[config.mk]
export PLATFORM = sky130hd
export DESIGN_NAME = dcache_top
export DESIGN_NICKNAME = d
export VERILOG_FILES = /design/src/rtl/dcache_pkg.sv /design/src/rtl/dc_tag_ram.sv /design/src/rtl/dc_data_ram.sv /design/src/rtl/dcache_top.sv
export SDC_FILE = /design/constraint.sdc
export NUM_CORES = 2
export LEC_CHECK = 0
export ABC_AREA = 1
export BUFFER_PORTS_ARGS = -buffer_cell sky130_fd_sc_hd__buf_2
export CELL_PAD_IN_SITES_DETAIL_PLACEMENT = 1
export CELL_PAD_IN_SITES_GLOBAL_PLACEMENT = 2
export CORE_MARGIN = 2
export CORE_UTILIZATION = 41
export DETAILED_ROUTE_END_ITERATION = 8
export PLACE_DENSITY = 0.75
export REMOVE_ABC_BUFFERS = 1
export SYNTH_ARGS = -nofsm -noshare
export SYNTH_HDL_FRONTEND = slang
export SYNTH_MEMORY_MAX_BITS = 65536
export SYNTH_SLANG_ARGS = --single-unit
export TNS_END_PERCENT = 20
[constraint.sdc]
create_clock -name clk_i -period 3.85 [get_ports clk_i]
set_clock_uncertainty 0.05 [all_clocks]
set_input_delay 0.1925 -clock clk_i [delete_from_list [all_inputs] [get_ports clk_i]]
set_output_delay 0.1925 -clock clk_i [all_outputs]
set_load 0.05 [all_outputs]
[src/rtl/dcache_pkg.sv]
package dcache_pkg;
  typedef enum logic [2:0] {
    ST_IDLE,
    ST_TAG,
    ST_DATA,
    ST_WB,
    ST_FILL,
    ST_RETRY
  } dc_state_e;
endpackage

[src/rtl/dc_tag_ram.sv]
module dc_tag_ram #(
  parameter int IDX_W = 6,
  parameter int TAG_W = 10
) (
  input  logic             clk_i,
  input  logic             we_i,
  input  logic [IDX_W-1:0] waddr_i,
  input  logic [TAG_W-1:0] wdata_i,
  input  logic [IDX_W-1:0] raddr_i,
  output logic [TAG_W-1:0] rdata_o
);
  localparam int DEPTH = 1 << IDX_W;

  logic [TAG_W-1:0] mem_q [DEPTH];
  logic [TAG_W-1:0] rd_q;

  always_ff @(posedge clk_i) begin
    if (we_i) mem_q[waddr_i] <= wdata_i;
    rd_q <= mem_q[raddr_i];
  end

  assign rdata_o = rd_q;
endmodule

[src/rtl/dc_data_ram.sv]
module dc_data_ram #(
  parameter int IDX_W  = 6,
  parameter int WORD_W = 32,
  parameter int NWORDS = 2
) (
  input  logic                     clk_i,
  input  logic [IDX_W-1:0]         addr_i,
  input  logic [NWORDS-1:0]        we_i,
  input  logic [NWORDS*WORD_W-1:0] wdata_i,
  input  logic [NWORDS-1:0]        wpar_i,
  output logic [NWORDS*WORD_W-1:0] rdata_o,
  output logic [NWORDS-1:0]        rpar_o
);
  localparam int DEPTH = 1 << IDX_W;

  for (genvar w = 0; w < NWORDS; w++) begin : g_word
    logic [WORD_W-1:0] mem_q [DEPTH];
    logic              par_q [DEPTH];
    logic [WORD_W-1:0] rd_q;
    logic              rp_q;

    // independent write strobe per word: no read-modify-write
    always_ff @(posedge clk_i) begin
      if (we_i[w]) begin
        mem_q[addr_i] <= wdata_i[w*WORD_W +: WORD_W];
        par_q[addr_i] <= wpar_i[w];
      end
      rd_q <= mem_q[addr_i];
      rp_q <= par_q[addr_i];
    end

    assign rdata_o[w*WORD_W +: WORD_W] = rd_q;
    assign rpar_o[w]                   = rp_q;
  end
endmodule

[src/rtl/dcache_top.sv]
module dcache_top
  import dcache_pkg::*;
#(
  parameter int ADDR_W  = 16,
  parameter int INDEX_W = 6,
  parameter int WORD_W  = 32
) (
  input  logic                clk_i,
  input  logic                rst_ni,
  input  logic                req_valid_i,
  output logic                req_ready_o,
  input  logic                req_we_i,
  input  logic [1:0]          req_wen_i,
  input  logic [ADDR_W-1:0]   req_addr_i,
  input  logic [2*WORD_W-1:0] req_wdata_i,
  output logic                rsp_valid_o,
  output logic [2*WORD_W-1:0] rsp_rdata_o,
  output logic                wb_req_o,
  output logic [ADDR_W-1:0]   wb_addr_o,
  output logic [2*WORD_W-1:0] wb_data_o,
  input  logic                wb_ack_i,
  output logic                fill_req_o,
  output logic [ADDR_W-1:0]   fill_addr_o,
  input  logic [2*WORD_W-1:0] fill_data_i,
  input  logic [1:0]          fill_par_i,
  input  logic                fill_ack_i,
  output logic                mchk_o
);
  localparam int NWORDS = 2;
  localparam int LINE_W = NWORDS * WORD_W;
  localparam int TAG_W  = ADDR_W - INDEX_W;
  localparam int LINES  = 1 << INDEX_W;

  dc_state_e state_q, state_d;

  logic [INDEX_W-1:0] idx_q;
  logic [TAG_W-1:0]   tag_q;
  logic               we_q;
  logic [NWORDS-1:0]  wen_q;
  logic [LINE_W-1:0]  wdata_q;
  logic [LINES-1:0]   valid_q, dirty_q;
  logic               mchk_q;

  logic [INDEX_W-1:0] tag_raddr;
  logic [TAG_W-1:0]   tag_rd;
  logic               tag_we;
  logic [LINE_W-1:0]  data_rd, data_wdata;
  logic [NWORDS-1:0]  par_rd, par_calc, store_par, data_wpar, data_we;

  logic accept, hit, line_valid, line_dirty, perr;
  logic set_dirty, fill_done, clr_valid, raise_mchk;

  assign req_ready_o = (state_q == ST_IDLE) && !mchk_q;
  assign accept      = req_valid_i && req_ready_o;

  // tag store is addressed straight from the request while idle
  assign tag_raddr = (state_q == ST_IDLE) ? req_addr_i[INDEX_W-1:0] : idx_q;

  dc_tag_ram #(.IDX_W(INDEX_W), .TAG_W(TAG_W)) u_tag (
    .clk_i   (clk_i),
    .we_i    (tag_we),
    .waddr_i (idx_q),
    .wdata_i (tag_q),
    .raddr_i (tag_raddr),
    .rdata_o (tag_rd)
  );

  dc_data_ram #(.IDX_W(INDEX_W), .WORD_W(WORD_W), .NWORDS(NWORDS)) u_data (
    .clk_i   (clk_i),
    .addr_i  (idx_q),
    .we_i    (data_we),
    .wdata_i (data_wdata),
    .wpar_i  (data_wpar),
    .rdata_o (data_rd),
    .rpar_o  (par_rd)
  );

  for (genvar w = 0; w < NWORDS; w++) begin : g_par
    assign par_calc[w]  = ^data_rd[w*WORD_W +: WORD_W];
    assign store_par[w] = ^wdata_q[w*WORD_W +: WORD_W];
  end

  assign line_valid = valid_q[idx_q];
  assign line_dirty = dirty_q[idx_q];
  assign hit        = line_valid && (tag_rd == tag_q);
  assign perr       = |(par_calc ^ par_rd);

  always_comb begin
    state_d     = state_q;
    data_we     = '0;
    data_wdata  = wdata_q;
    data_wpar   = store_par;
    tag_we      = 1'b0;
    set_dirty   = 1'b0;
    fill_done   = 1'b0;
    clr_valid   = 1'b0;
    raise_mchk  = 1'b0;
    rsp_valid_o = 1'b0;
    unique case (state_q)
      ST_IDLE: if (accept) state_d = ST_TAG;
      ST_TAG: begin
        if (hit && we_q) begin
          data_we     = wen_q;
          set_dirty   = 1'b1;
          rsp_valid_o = 1'b1;
          state_d     = ST_IDLE;
        end else begin
          state_d = ST_DATA;
        end
      end
      ST_DATA: begin
        if (hit && !we_q) begin
          if (!perr) begin
            rsp_valid_o = 1'b1;
            state_d     = ST_IDLE;
          end else if (line_dirty) begin
            raise_mchk = 1'b1;
            state_d    = ST_IDLE;
          end else begin
            clr_valid = 1'b1;
            state_d   = ST_FILL;
          end
        end else if (line_valid && line_dirty) begin
          state_d = ST_WB;
        end else begin
          state_d = ST_FILL;
        end
      end
      ST_WB: if (wb_ack_i) state_d = ST_FILL;
      ST_FILL: begin
        if (fill_ack_i) begin
          data_we    = '1;
          data_wdata = fill_data_i;
          data_wpar  = fill_par_i;
          tag_we     = 1'b1;
          fill_done  = 1'b1;
          state_d    = ST_RETRY;
        end
      end
      ST_RETRY: state_d = ST_TAG;
      default:  state_d = ST_IDLE;
    endcase
  end

  always_ff @(posedge clk_i or negedge rst_ni) begin
    if (!rst_ni) begin
      state_q <= ST_IDLE;
      idx_q   <= '0;
      tag_q   <= '0;
      we_q    <= 1'b0;
      wen_q   <= '0;
      wdata_q <= '0;
      valid_q <= '0;
      dirty_q <= '0;
      mchk_q  <= 1'b0;
    end else begin
      state_q <= state_d;
      if (accept) begin
        idx_q   <= req_addr_i[INDEX_W-1:0];
        tag_q   <= req_addr_i[ADDR_W-1:INDEX_W];
        we_q    <= req_we_i;
        wen_q   <= req_wen_i;
        wdata_q <= req_wdata_i;
      end
      if (set_dirty) dirty_q[idx_q] <= 1'b1;
      if (clr_valid) valid_q[idx_q] <= 1'b0;
      if (fill_done) begin
        valid_q[idx_q] <= 1'b1;
        dirty_q[idx_q] <= 1'b0;
      end
      if (raise_mchk) mchk_q <= 1'b1;
    end
  end

  assign rsp_rdata_o = data_rd;
  assign wb_req_o    = (state_q == ST_WB);
  assign wb_addr_o   = {tag_rd, idx_q};
  assign wb_data_o   = data_rd;
  assign fill_req_o  = (state_q == ST_FILL);
  assign fill_addr_o = {tag_q, idx_q};
  assign mchk_o      = mchk_q;

  AST_WB_THEN_FILL: assert property (@(posedge clk_i) disable iff (!rst_ni)
    wb_req_o && wb_ack_i |=> fill_req_o);
  AST_WB_HOLD: assert property (@(posedge clk_i) disable iff (!rst_ni)
    wb_req_o && !wb_ack_i |=> wb_req_o && $stable(wb_addr_o) && $stable(wb_data_o));
  AST_FILL_HOLD: assert property (@(posedge clk_i) disable iff (!rst_ni)
    fill_req_o && !fill_ack_i |=> fill_req_o && $stable(fill_addr_o));
  AST_MCHK_STICKY: assert property (@(posedge clk_i) disable iff (!rst_ni)
    mchk_o |=> mchk_o);
  AST_MCHK_NO_RSP: assert property (@(posedge clk_i) disable iff (!rst_ni)
    mchk_o |=> !rsp_valid_o);
endmodule

==> results.cfg <==
[timing]
fin_crit_sh_pct = 103
final.min_clock_period_ps = 3980
rsz0062_at_grt = true
fin_ws_ps = -125
holdWs_ps = 81.2
relSlewSlack_pct = 2.22
setup_viol = 79
finalHoldViolations = 0
tightest_slew_ps = 1470
max_freq_mhz = 252
slew_violations = 0

[status]
violations = negative setup slack
status = complete, but fails checks

[place]
pre_cts_slack_ps = -103
port_buffers = 318
dp_hpwl_um = 446000
gp_congestion = 0.893

[clock_network]
cts_made_buffers = 547
clk_latency_ps = 1110
cts_root_buf = clkbuf_16
cts_tree = built
path_clk_slew_ps = 60
clock_path_buffers = 4
cts_max_level = 6
cts.sinks = 5155

[critical_path]
startpoint_type = register
critPathCaptureType = register
crit_type = register to register
cp_max_fo = 48
crit_required_ps = 4510
critPathArrivalTime_ps = 4640

[route]
routed_wl_um = 715000
drcViolationCount = 0
antenna_left = 0
avgViaCountPerCell = 5.96
avgRoutedWirePerCell_um = 33.0
vias = 129000
drtIter0Drc = 16900
dr.pass1.iters = 6

[final_layout]
finalNetCount = 15000
drive_gt1_share_pct = 15.4
area_delta_synth_final_pct = 19.5

[floorplanning]
io_pins = 319
fp.dieW_um = 695
die_area_sq_um = 484000
start_util_pct = 41.2
dieHeight_um = 695
coreArea_sq_um = 475000
row_count = 253

[global_routing]
grt_max_degree = 104
grt_antenna_before_repair = 37
grt_pass1_wl_um = 991000
overflow = 0
grt_usage_pct = 28.6
grt_pass1_vias = 129000

[logic_synthesis]
ys_async_sr_fraction_pct = 4.17
ys_seq_area_share_pct = 78.0
yosys.area.top_type = edfxtp_1
netlist.area_leader.share_pct = 74.5
synth.distinct_cells = 56
synth_cells = 13600
ys.flop_type = edfxtp_1
yosys_warnings = 0
synth_edf_count = 4864
syn_area_per_cell_sq_um = 14.4
syn-cell-area_sq_um = 196000
ys_top_cells_by_area = edfxtp_1, nand2_1, dfrtp_1
yosys_register_bits = 5155

[power_and_ir_drop]
powerDensity_nw_per_um2 = 863
power_leakage_uw = 0.0795
vdd_drop_max_mv = 3.72

[worst_hold_path]
hold_path.class = input port to register

[run]
maxCapViolations = 0
-- layout by cell type, fill, tap and decap left out, types with 15 or more instances in the layout --
cell,n
a21oi_1,166
a221oi_1,421
a22o_1,228
a22oi_1,639
buf_12,267
buf_2,316
buf_4,572
bufinv_16,35
clkbuf_1,150
clkbuf_16,557
clkbuf_8,34
clkinv_1,79
clkinv_2,70
dfrtp_1,200
dfxtp_1,46
dfxtp_2,22
diode_2,23
dlygate4sd3_1,317
edfxtp_1,4864
inv_1,530
inv_6,23
mux2_2,76
nand2_1,2975
nand2_2,71
nand3_1,250
nand4_1,527
nor2_1,571
nor2_2,15
nor2_4,147
o211ai_1,92
o21ai_0,499
o21ai_1,25
o21bai_1,47
o221ai_1,73
o22ai_1,20
or2_1,18
xnor2_1,65
xor2_1,24
-- where the power goes --
part / internal, uW / switching [uW] / total [uW]
clock network: 29800 / 22700 / 52500
logic: 19600 / 54400 / 74000
registers: 73800 / 1780 / 75600
total: 123000 / 78800 / 202000
-- state kept, by name, summed over array words and instances, names as in the netlist, 2 cells and up, named ones only --
name and count:
tag_q 10, wdata_q 64, valid_q 64, u_tag.mem_q 640, u_data.g_word.par_q 128, u_tag.rdata_o 10
u_data.g_word.mem_q 4096, state_q 3, u_data.g_word.rd_q 64, u_data.g_word.rp_q 2, wen_q 2, idx_q 6
-- area by class of cell --
class	count	area, sq um
diodes	23	57.6
clock buffers	741	15000
clock inverters	246	2600
fillers	46300	241000
inverters	553	2110
multi-input cells	7078	38700
flip-flops and latches	5155	153000
well taps	6375	7980
repair buffers	1489	14600
-- final timing paths --
check	start	end	slack [ps]	cells after the start
max	idx_q[0]	u_data.g_word[1].rd_q[2]	-130	11
min	fill_data_i[30]	u_data.g_word[0].mem_q[2][30]	80	4
max reg2reg	idx_q[0]	u_data.g_word[1].rd_q[2]	-130	11
min reg2reg	valid_q[13]	valid_q[13]	430	2
max in group asynchronous	rst_ni	asynchronous set/reset pin	2900	4
min in group asynchronous	rst_ni	asynchronous set/reset pin	280	4
-- layer usage --
metal | part of all wire [%] | vias to the layer above | GRT usage [%] | wire length, um
met5 | 0.017 | - | 0 | 119
met4 | 4.6 | 18 | 11.8 | 33200
met3 | 8.6 | 1199 | 4.47 | 61500
met2 | 47 | 6671 | 45.5 | 333000
met1 | 40 | 67800 | 39.3 | 287000
li1 | - | 53300 | - | -
-- critical path: stages (launching register included) --
cell,delay [ps]
dfrtp_4,510
buf_12,200
buf_4,220
nand2_4,300
inv_8,180
buf_12,220
buf_12,200
a22o_1,220
a221oi_1,470
nand4_1,210
nand2_1,250
nand4_1,500
-- what timing repair did --
item | in CTS | in global routing
cloned | 4 | 19
pin swaps | 4 | 20
hold buffers | 318 | 0
buffers inserted | 0 | 6
endpoints found under the hold margin | 3621 | 0
endpoints found under the setup margin | 394 | 1661
gates resized for setup | 62 | 48
-- cells in the mapped netlist (12+ instances only) --
master / instances
buf_4: 90
or2_1: 18
nand4_1: 527
xor2_1: 24
inv_1: 535
buf_1: 86
dfrtp_1: 215
o21ai_1: 27
o21bai_1: 47
o22ai_1: 20
o221ai_1: 73
o2111a_1: 13
o21ai_0: 500
a21oi_1: 166
o2bb2ai_1: 13
a221oi_1: 421
o211ai_1: 92
inv_2: 12
nand3_1: 251
a22o_1: 228
clkbuf_1: 367
edfxtp_1: 4864
dfxtp_1: 76
mux2_2: 76
a22oi_1: 639
nand2_1: 3057
nor2_1: 702
buf_2: 271
xnor2_1: 65
a31oi_1: 14
-- cells by family after synthesis --
family	count (synthesis)	synth area share (%)
flip-flops	5155	78.0
AND/OR/NAND/NOR	4592	9.71
AO/OA/AOI/OAI	2298	8.42
buffers and inverters	1372	2.99
XOR/XNOR	89	0.398
multiplexers	76	0.437
-- stage by stage --
step / utilization (%) / TNS, ps / cells / area (sq um) / power (uW)
6_report: 49.2 / -3080 / 21700 / 234000 / 202000
2_1_floorplan: - / - / 12800 / 192000 / 107000
3_3_place_gp: 44.7 / -17930 / 20300 / 213000 / 147000
5_1_grt: 49.2 / -107590 / 21600 / 234000 / 207000
4_1_cts: 49.1 / -1750 / 21600 / 234000 / 201000
3_5_place_dp: 44.7 / -15570 / 20300 / 213000 / 148000
Power figures use the tool's default switching activity.
